## src/rtl/udma_pkg.sv

```systemverilog
package udma_pkg;
  localparam int SEL_W = 2;
  localparam int CT_W  = 4;

  typedef struct packed {
    logic             fast;
    logic [SEL_W-1:0] sel;
    logic [CT_W-1:0]  ct;
    logic [CT_W-1:0]  rp;
  } drv_cfg_t;

  typedef enum logic [2:0] {
    ST_IDLE,
    ST_WR,
    ST_RD,
    ST_RPAUSE,
    ST_FIN
  } eng_state_t;

  function automatic logic [CT_W-1:0] eff_last(input logic [CT_W-1:0] v);
    // last counter value of a window of v ticks, zero acting as one
    return (v == '0) ? '0 : v - 1'b1;
  endfunction
endpackage

```

## src/rtl/udma_cfg_bank.sv

```systemverilog
module udma_cfg_bank
  import udma_pkg::*;
#(
  parameter int NDRV = 4,
  localparam int DRV_W = (NDRV > 1) ? $clog2(NDRV) : 1
) (
  input  logic             clk,
  input  logic             rst,
  input  logic             we,
  input  logic [DRV_W-1:0] wsel,
  input  drv_cfg_t         wdata,
  input  logic [DRV_W-1:0] rsel,
  output drv_cfg_t         rdata
);
  drv_cfg_t mem_q [NDRV];

  always_ff @(posedge clk) begin
    if (rst) begin
      for (int i = 0; i < NDRV; i++) mem_q[i] <= '0;
    end else if (we) begin
      mem_q[wsel] <= wdata;
    end
  end

  assign rdata = mem_q[rsel];
endmodule

```

## src/rtl/udma_tick_sel.sv

```systemverilog
module udma_tick_sel
  import udma_pkg::*;
#(
  parameter int FAST_IDX = 0,
  localparam int NCLK = 1 << SEL_W
) (
  input  logic [NCLK-1:0] base_tick,
  input  drv_cfg_t        cfg,
  output logic            tick
);
  assign tick = cfg.fast ? base_tick[FAST_IDX] : base_tick[cfg.sel];
endmodule

```

## src/rtl/udma_rd_capture.sv

```systemverilog
module udma_rd_capture #(
  parameter int DW = 16
) (
  input  logic          clk,
  input  logic          rst,
  input  logic          en,
  input  logic          dev_strobe,
  input  logic [DW-1:0] dev_data,
  output logic          hit,
  output logic [DW-1:0] rd_data,
  output logic          rd_valid
);
  logic strb_q;

  assign hit = en && (dev_strobe != strb_q);

  always_ff @(posedge clk) begin
    if (rst) begin
      strb_q   <= 1'b0;
      rd_data  <= '0;
      rd_valid <= 1'b0;
    end else begin
      strb_q   <= dev_strobe;
      rd_valid <= hit;
      if (hit) rd_data <= dev_data;
    end
  end
endmodule

```

## src/rtl/udma_burst_engine.sv

```systemverilog
module udma_burst_engine
  import udma_pkg::*;
#(
  parameter int NDRV     = 4,
  parameter int DW       = 16,
  parameter int CNT_W    = 16,
  parameter int FAST_IDX = 0,
  localparam int DRV_W = (NDRV > 1) ? $clog2(NDRV) : 1,
  localparam int NCLK  = 1 << SEL_W
) (
  input  logic             clk,
  input  logic             rst,
  input  logic [NCLK-1:0]  base_tick,
  input  logic             cfg_we,
  input  logic [DRV_W-1:0] cfg_drive,
  input  logic [SEL_W-1:0] cfg_sel,
  input  logic             cfg_fast,
  input  logic [CT_W-1:0]  cfg_ct,
  input  logic [CT_W-1:0]  cfg_rp,
  input  logic             start,
  input  logic             start_read,
  input  logic [DRV_W-1:0] start_drive,
  input  logic             term,
  input  logic [DW-1:0]    fifo_data,
  input  logic             fifo_empty,
  output logic             fifo_rd,
  input  logic             dev_dmardy_n,
  input  logic             dev_strobe,
  input  logic [DW-1:0]    dev_data,
  output logic             host_strobe,
  output logic [DW-1:0]    host_data,
  output logic             host_dmardy_n,
  output logic             host_stop,
  output logic [DW-1:0]    rd_data,
  output logic             rd_valid,
  output logic             busy,
  output logic             done,
  output logic [CNT_W-1:0] word_cnt
);
  eng_state_t      st_q;
  drv_cfg_t        act_q, bank_rd, wcfg;
  logic [CT_W-1:0] cnt_q;
  logic            cur_tick, hit, rd_phase, ct_last, rp_last, wr_fire;

  assign wcfg = '{fast: cfg_fast, sel: cfg_sel, ct: cfg_ct, rp: cfg_rp};

  udma_cfg_bank #(.NDRV(NDRV)) i_bank (
    .clk(clk), .rst(rst), .we(cfg_we), .wsel(cfg_drive), .wdata(wcfg),
    .rsel(start_drive), .rdata(bank_rd)
  );

  udma_tick_sel #(.FAST_IDX(FAST_IDX)) i_tick (
    .base_tick(base_tick), .cfg(act_q), .tick(cur_tick)
  );

  assign rd_phase = (st_q == ST_RD) || (st_q == ST_RPAUSE);

  udma_rd_capture #(.DW(DW)) i_cap (
    .clk(clk), .rst(rst), .en(rd_phase), .dev_strobe(dev_strobe),
    .dev_data(dev_data), .hit(hit), .rd_data(rd_data), .rd_valid(rd_valid)
  );

  assign ct_last = (cnt_q == eff_last(act_q.ct));
  assign rp_last = (cnt_q == eff_last(act_q.rp));
  assign wr_fire = (st_q == ST_WR) && !term && cur_tick && ct_last &&
                   !fifo_empty && !dev_dmardy_n;
  assign fifo_rd = wr_fire;

  always_ff @(posedge clk) begin
    if (rst) begin
      st_q          <= ST_IDLE;
      act_q         <= '0;
      cnt_q         <= '0;
      host_strobe   <= 1'b0;
      host_data     <= '0;
      host_dmardy_n <= 1'b1;
      host_stop     <= 1'b0;
      busy          <= 1'b0;
      done          <= 1'b0;
      word_cnt      <= '0;
    end else begin
      done <= 1'b0;
      if (wr_fire || hit) word_cnt <= word_cnt + 1'b1;
      case (st_q)
        ST_IDLE: if (start) begin
          act_q         <= bank_rd;
          cnt_q         <= '0;
          word_cnt      <= '0;
          busy          <= 1'b1;
          host_dmardy_n <= !start_read;
          st_q          <= start_read ? ST_RD : ST_WR;
        end
        ST_WR: begin
          if (term) begin
            host_stop <= 1'b1;
            st_q      <= ST_FIN;
          end else if (wr_fire) begin
            host_strobe <= !host_strobe;
            host_data   <= fifo_data;
            cnt_q       <= '0;
          end else if (cur_tick && !ct_last) begin
            cnt_q <= cnt_q + 1'b1;
          end
        end
        ST_RD: if (term) begin
          host_dmardy_n <= 1'b1;
          cnt_q         <= '0;
          st_q          <= ST_RPAUSE;
        end
        ST_RPAUSE: if (cur_tick) begin
          if (rp_last) begin
            host_stop <= 1'b1;
            st_q      <= ST_FIN;
          end else begin
            cnt_q <= cnt_q + 1'b1;
          end
        end
        ST_FIN: begin
          host_stop <= 1'b0;
          done      <= 1'b1;
          busy      <= 1'b0;
          st_q      <= ST_IDLE;
        end
        default: st_q <= ST_IDLE;
      endcase
    end
  end
endmodule


```

## config.mk

```make
export PLATFORM = sky130hd
export DESIGN_NAME = udma_burst_engine
export DESIGN_NICKNAME = d
export VERILOG_FILES = /design/src/rtl/udma_pkg.sv /design/src/rtl/udma_cfg_bank.sv /design/src/rtl/udma_tick_sel.sv /design/src/rtl/udma_rd_capture.sv /design/src/rtl/udma_burst_engine.sv
export SDC_FILE = /design/constraint.sdc
export NUM_CORES = 1
export LEC_CHECK = 0
export BUFFER_PORTS_ARGS = -buffer_cell sky130_fd_sc_hd__buf_2
export CAP_MARGIN = 20
export CORE_MARGIN = 5
export CORE_UTILIZATION = 49
export DETAILED_ROUTE_END_ITERATION = 8
export PLACE_DENSITY_LB_ADDON = 0.2
export SLEW_MARGIN = 20
export SYNTH_ARGS = -nofsm -noshare
export SYNTH_HDL_FRONTEND = slang
export SYNTH_SLANG_ARGS = --single-unit
```

## constraint.sdc

```tcl
create_clock -name clk -period 2.2 [get_ports clk]
set_input_delay 0.22 -clock clk [delete_from_list [all_inputs] [get_ports clk]]
set_output_delay 0.22 -clock clk [all_outputs]
set_load 0.02 [all_outputs]
```

==> metrics.csv <==
metric,value,unit
status,"finished, violations left",
violations,negative setup slack,
synthDistinctLibCells,53,
grt-ovfl-total,0,
hp-class,in2reg,
synth_flop_cell,dfxtp_1,
ys_async_sr_fraction,0,%
crit_type,reg2out,
cts-root-buf,clkbuf_8,
ys_seq_elements,117,
cts_max_level,4,
vias_per_cell,5.379,
wirelength,14090,um
antenna_found_initial,0,
cap_violations,0,
timing.hold.ws,18.66,ps
drc,0,
routedWlPerCell,16.59,um
final_hold_viol_count,0,
drt-initial-drc-count,315,
period_share,105.7,%
endpoint_kind,primary output,
hpwl,8949,um
die_y,113.5,um
required,1980,ps
fmax,0.4301,GHz
reg2reg_depth,8,
startpoint_type,flop,
initial_core_util,50.63,%
drive_above_1_share,31.00,%
path_max_fanout,8,
cts_tree,built,
powerDensity,829.0,nW/um2
grt_setup_unrepaired,yes,
slew_viol_final,0,
clock_sinks,117,
final_nets,762,
diodes,0,
crit_family,simple AND/OR/NAND/NOR gates,
r2r-start,cnt_q[2],
cp_cell_sequence,and4bb_2 -> a211oi_1 -> o22a_1 -> or3_4 -> inv_4 -> buf_12 -> buf_8,
clk_pin_slew,60,ps
coreArea,10370,um2
grtUsageTotal,22.23,%
first_pass_iters,5,
clock_path_buffers,2,
grt_pass1_vias,4676,
whs_endpoint,i_bank.mem_q[2][3],
synth_area,5250,um2
syn_inst,529,
ir_drop,0.0004878,V
fin_skew,10.15,ps
syn_nets,591,
ys_warn_count,0,
cts_buffers,17,
max_stage_delay,410,ps
synth-compound-area-share,12.51,%
synth_xor_xnor_area_share,3.003,%
synth_top_family_by_area,simple AND/OR/NAND/NOR gates,
hold_path_depth,2,
slowest_stage,or3_4,
max_slew.worst_pin.slew,830.4,ps
pin_count,115,
place.gp.congestion,0.7815,
timing.final.ws_setup,-125.1,ps
port_buffers,114,
synth_fa_ha_area_share,0.4766,%
ant_nets,0,
synthSimpleGateAreaFrac,22.12,%
arrival,2110,ps
synth.mux.area_fraction,5.291,%
cp.buffers_inverters,3,
route.vias.total,4567,
die-area,12880,um2
p_leak,2.945,nW
rows,37,
finalSetupViolations,9,
die_x,113.5,um
syn2layout_area_growth,37.06,%
grt_pass1_wl,22780,um
finalCriticalPeriod,2325,ps
p_total,5.965,mW
reg2reg_slack,-60,ps
insertion_delay,520,ps
synth-seq-area-share,53.00,%
num-fill-cells,739,
synth_edf_count,44,
grt_max_degree,46,
slew_headroom,44.47,%
syn_avg_cell_area,9.924,um2
r2r_end,cnt_q[3],
min_from,cfg_rp[3],
worst register-to-register path, cell delays in order (launching register included):
cell	delay, ps
dfxtp_4	370
buf_4	140
and3b_1	170
a211oi_1	220
o22ai_1	140
a211oi_2	240
o32ai_1	210
or4_1	550
a21oi_1	140
stage by stage:
stage | worst slack, ps | TNS (ps) | area, um2 | std cells | utilization [%]
after floorplan | 99.54 | 0 | 5250 | 529 | -
after global placement | 24.33 | 0 | 6040 | 772 | 58.24
after detailed placement | -24.74 | -34.98 | 6040 | 772 | 58.24
after CTS | -136.6 | -225.8 | 7144 | 849 | 68.89
after global routing | -217.2 | -1659 | 7196 | 849 | 69.39
final | -125.1 | -331.7 | 7196 | 849 | 69.39
Yosys cell counts (7+ instances only):
cell type	number	area share, %
nand2_1	105	7.5
dfxtp_1	73	28
a21oi_1	58	5.5
and2_1	45	5.4
edfxtp_1	44	25
nor2_1	29	2.1
clkbuf_1	21	1.5
xnor2_1	12	2.0
mux4_2	11	4.7
nor2b_1	9	1.1
inv_1	8	0.57
a211oi_1	7	1.0
nor3_1	7	0.67
o21ai_0	7	0.67
worst max-delay path by stage:
stage,startpoint,end,slack [ps],depth (start not counted)
6_report,cnt_q[2],fifo_rd,-130,7
5_1_grt,cnt_q[2],cnt_q[3],-220,8
4_1_cts,cnt_q[2],fifo_rd,-140,7
3_5_place_dp,cnt_q[2],cnt_q[2],-20,9
3_3_place_gp,cnt_q[2],cnt_q[2],20,9
2_1_floorplan,cnt_q[0],word_cnt[7],100,9
layer usage:
layer / part of all wire (%) / vias to the layer above / global-route usage [%]
met4: 3.4 / 0 / 10.18
met5: 0 / - / 0
met1: 39 / 2181 / 25.55
met2: 52 / 151 / 38.67
li1: - / 2192 / -
met3: 5.6 / 43 / 5.836
power by group:
part | internal, mW | switching (mW) | leakage, nW | total (mW)
Clock | 1.95 | 0.952 | 0.309 | 2.90
Combinational | 0.292 | 0.342 | 1.61 | 0.634
Sequential | 2.36 | 0.0651 | 1.03 | 2.43
Total | 4.61 | 1.36 | 2.95 | 5.97
cell families (layout without fill, tap and decap cells):
family / count (synthesis) / after routing
flip-flops: 117 / 117
multiplexers: 14 / 14
AND/OR/NAND/NOR: 235 / 235
buffers and inverters: 41 / 225
XOR/XNOR: 18 / 18
adder cells (fa/ha/maj): 2 / 2
AO/OA/AOI/OAI: 102 / 102
placed cells by master, fill, tap and decap left out, types with 8 or more instances in the layout:
cell / count
nand2_1: 105
nor2b_1: 8
nor2_1: 29
mux4_2: 11
and2_1: 45
edfxtp_1: 44
buf_2: 113
dfxtp_1: 64
a21oi_1: 58
xnor2_1: 12
buf_4: 31
dlygate4sd3_1: 38
clkbuf_16: 18
state kept, by name (all words and copies together) (netlist names), 3 cells and up:
signal and flops:
act_q 11, cnt_q 4, host_data 16, i_bank.mem_q 44
i_cap.rd_data 16, st_q 3, word_cnt 16
final cells by class:
class,count,area (um2),area share (%)
sequential,117,2801,38.93
multi-input combinational,371,2333,32.43
timing repair buffer,185,1225,17.02
clock buffer,25,516.7,7.181
tap,136,170.2,2.365
clock inverter,7,116.4,1.617
inverter,8,32.53,0.4521
timing repair:
action | in CTS | in global routing
setup buffers | 7 | 0
resized for setup | 18 | 12
pin swaps | 5 | 1
endpoints found under the hold margin | 47 | 0
endpoints found under the setup margin | 7 | 19
hold buffers | 38 | 0
Power figures use the tool's default switching activity.
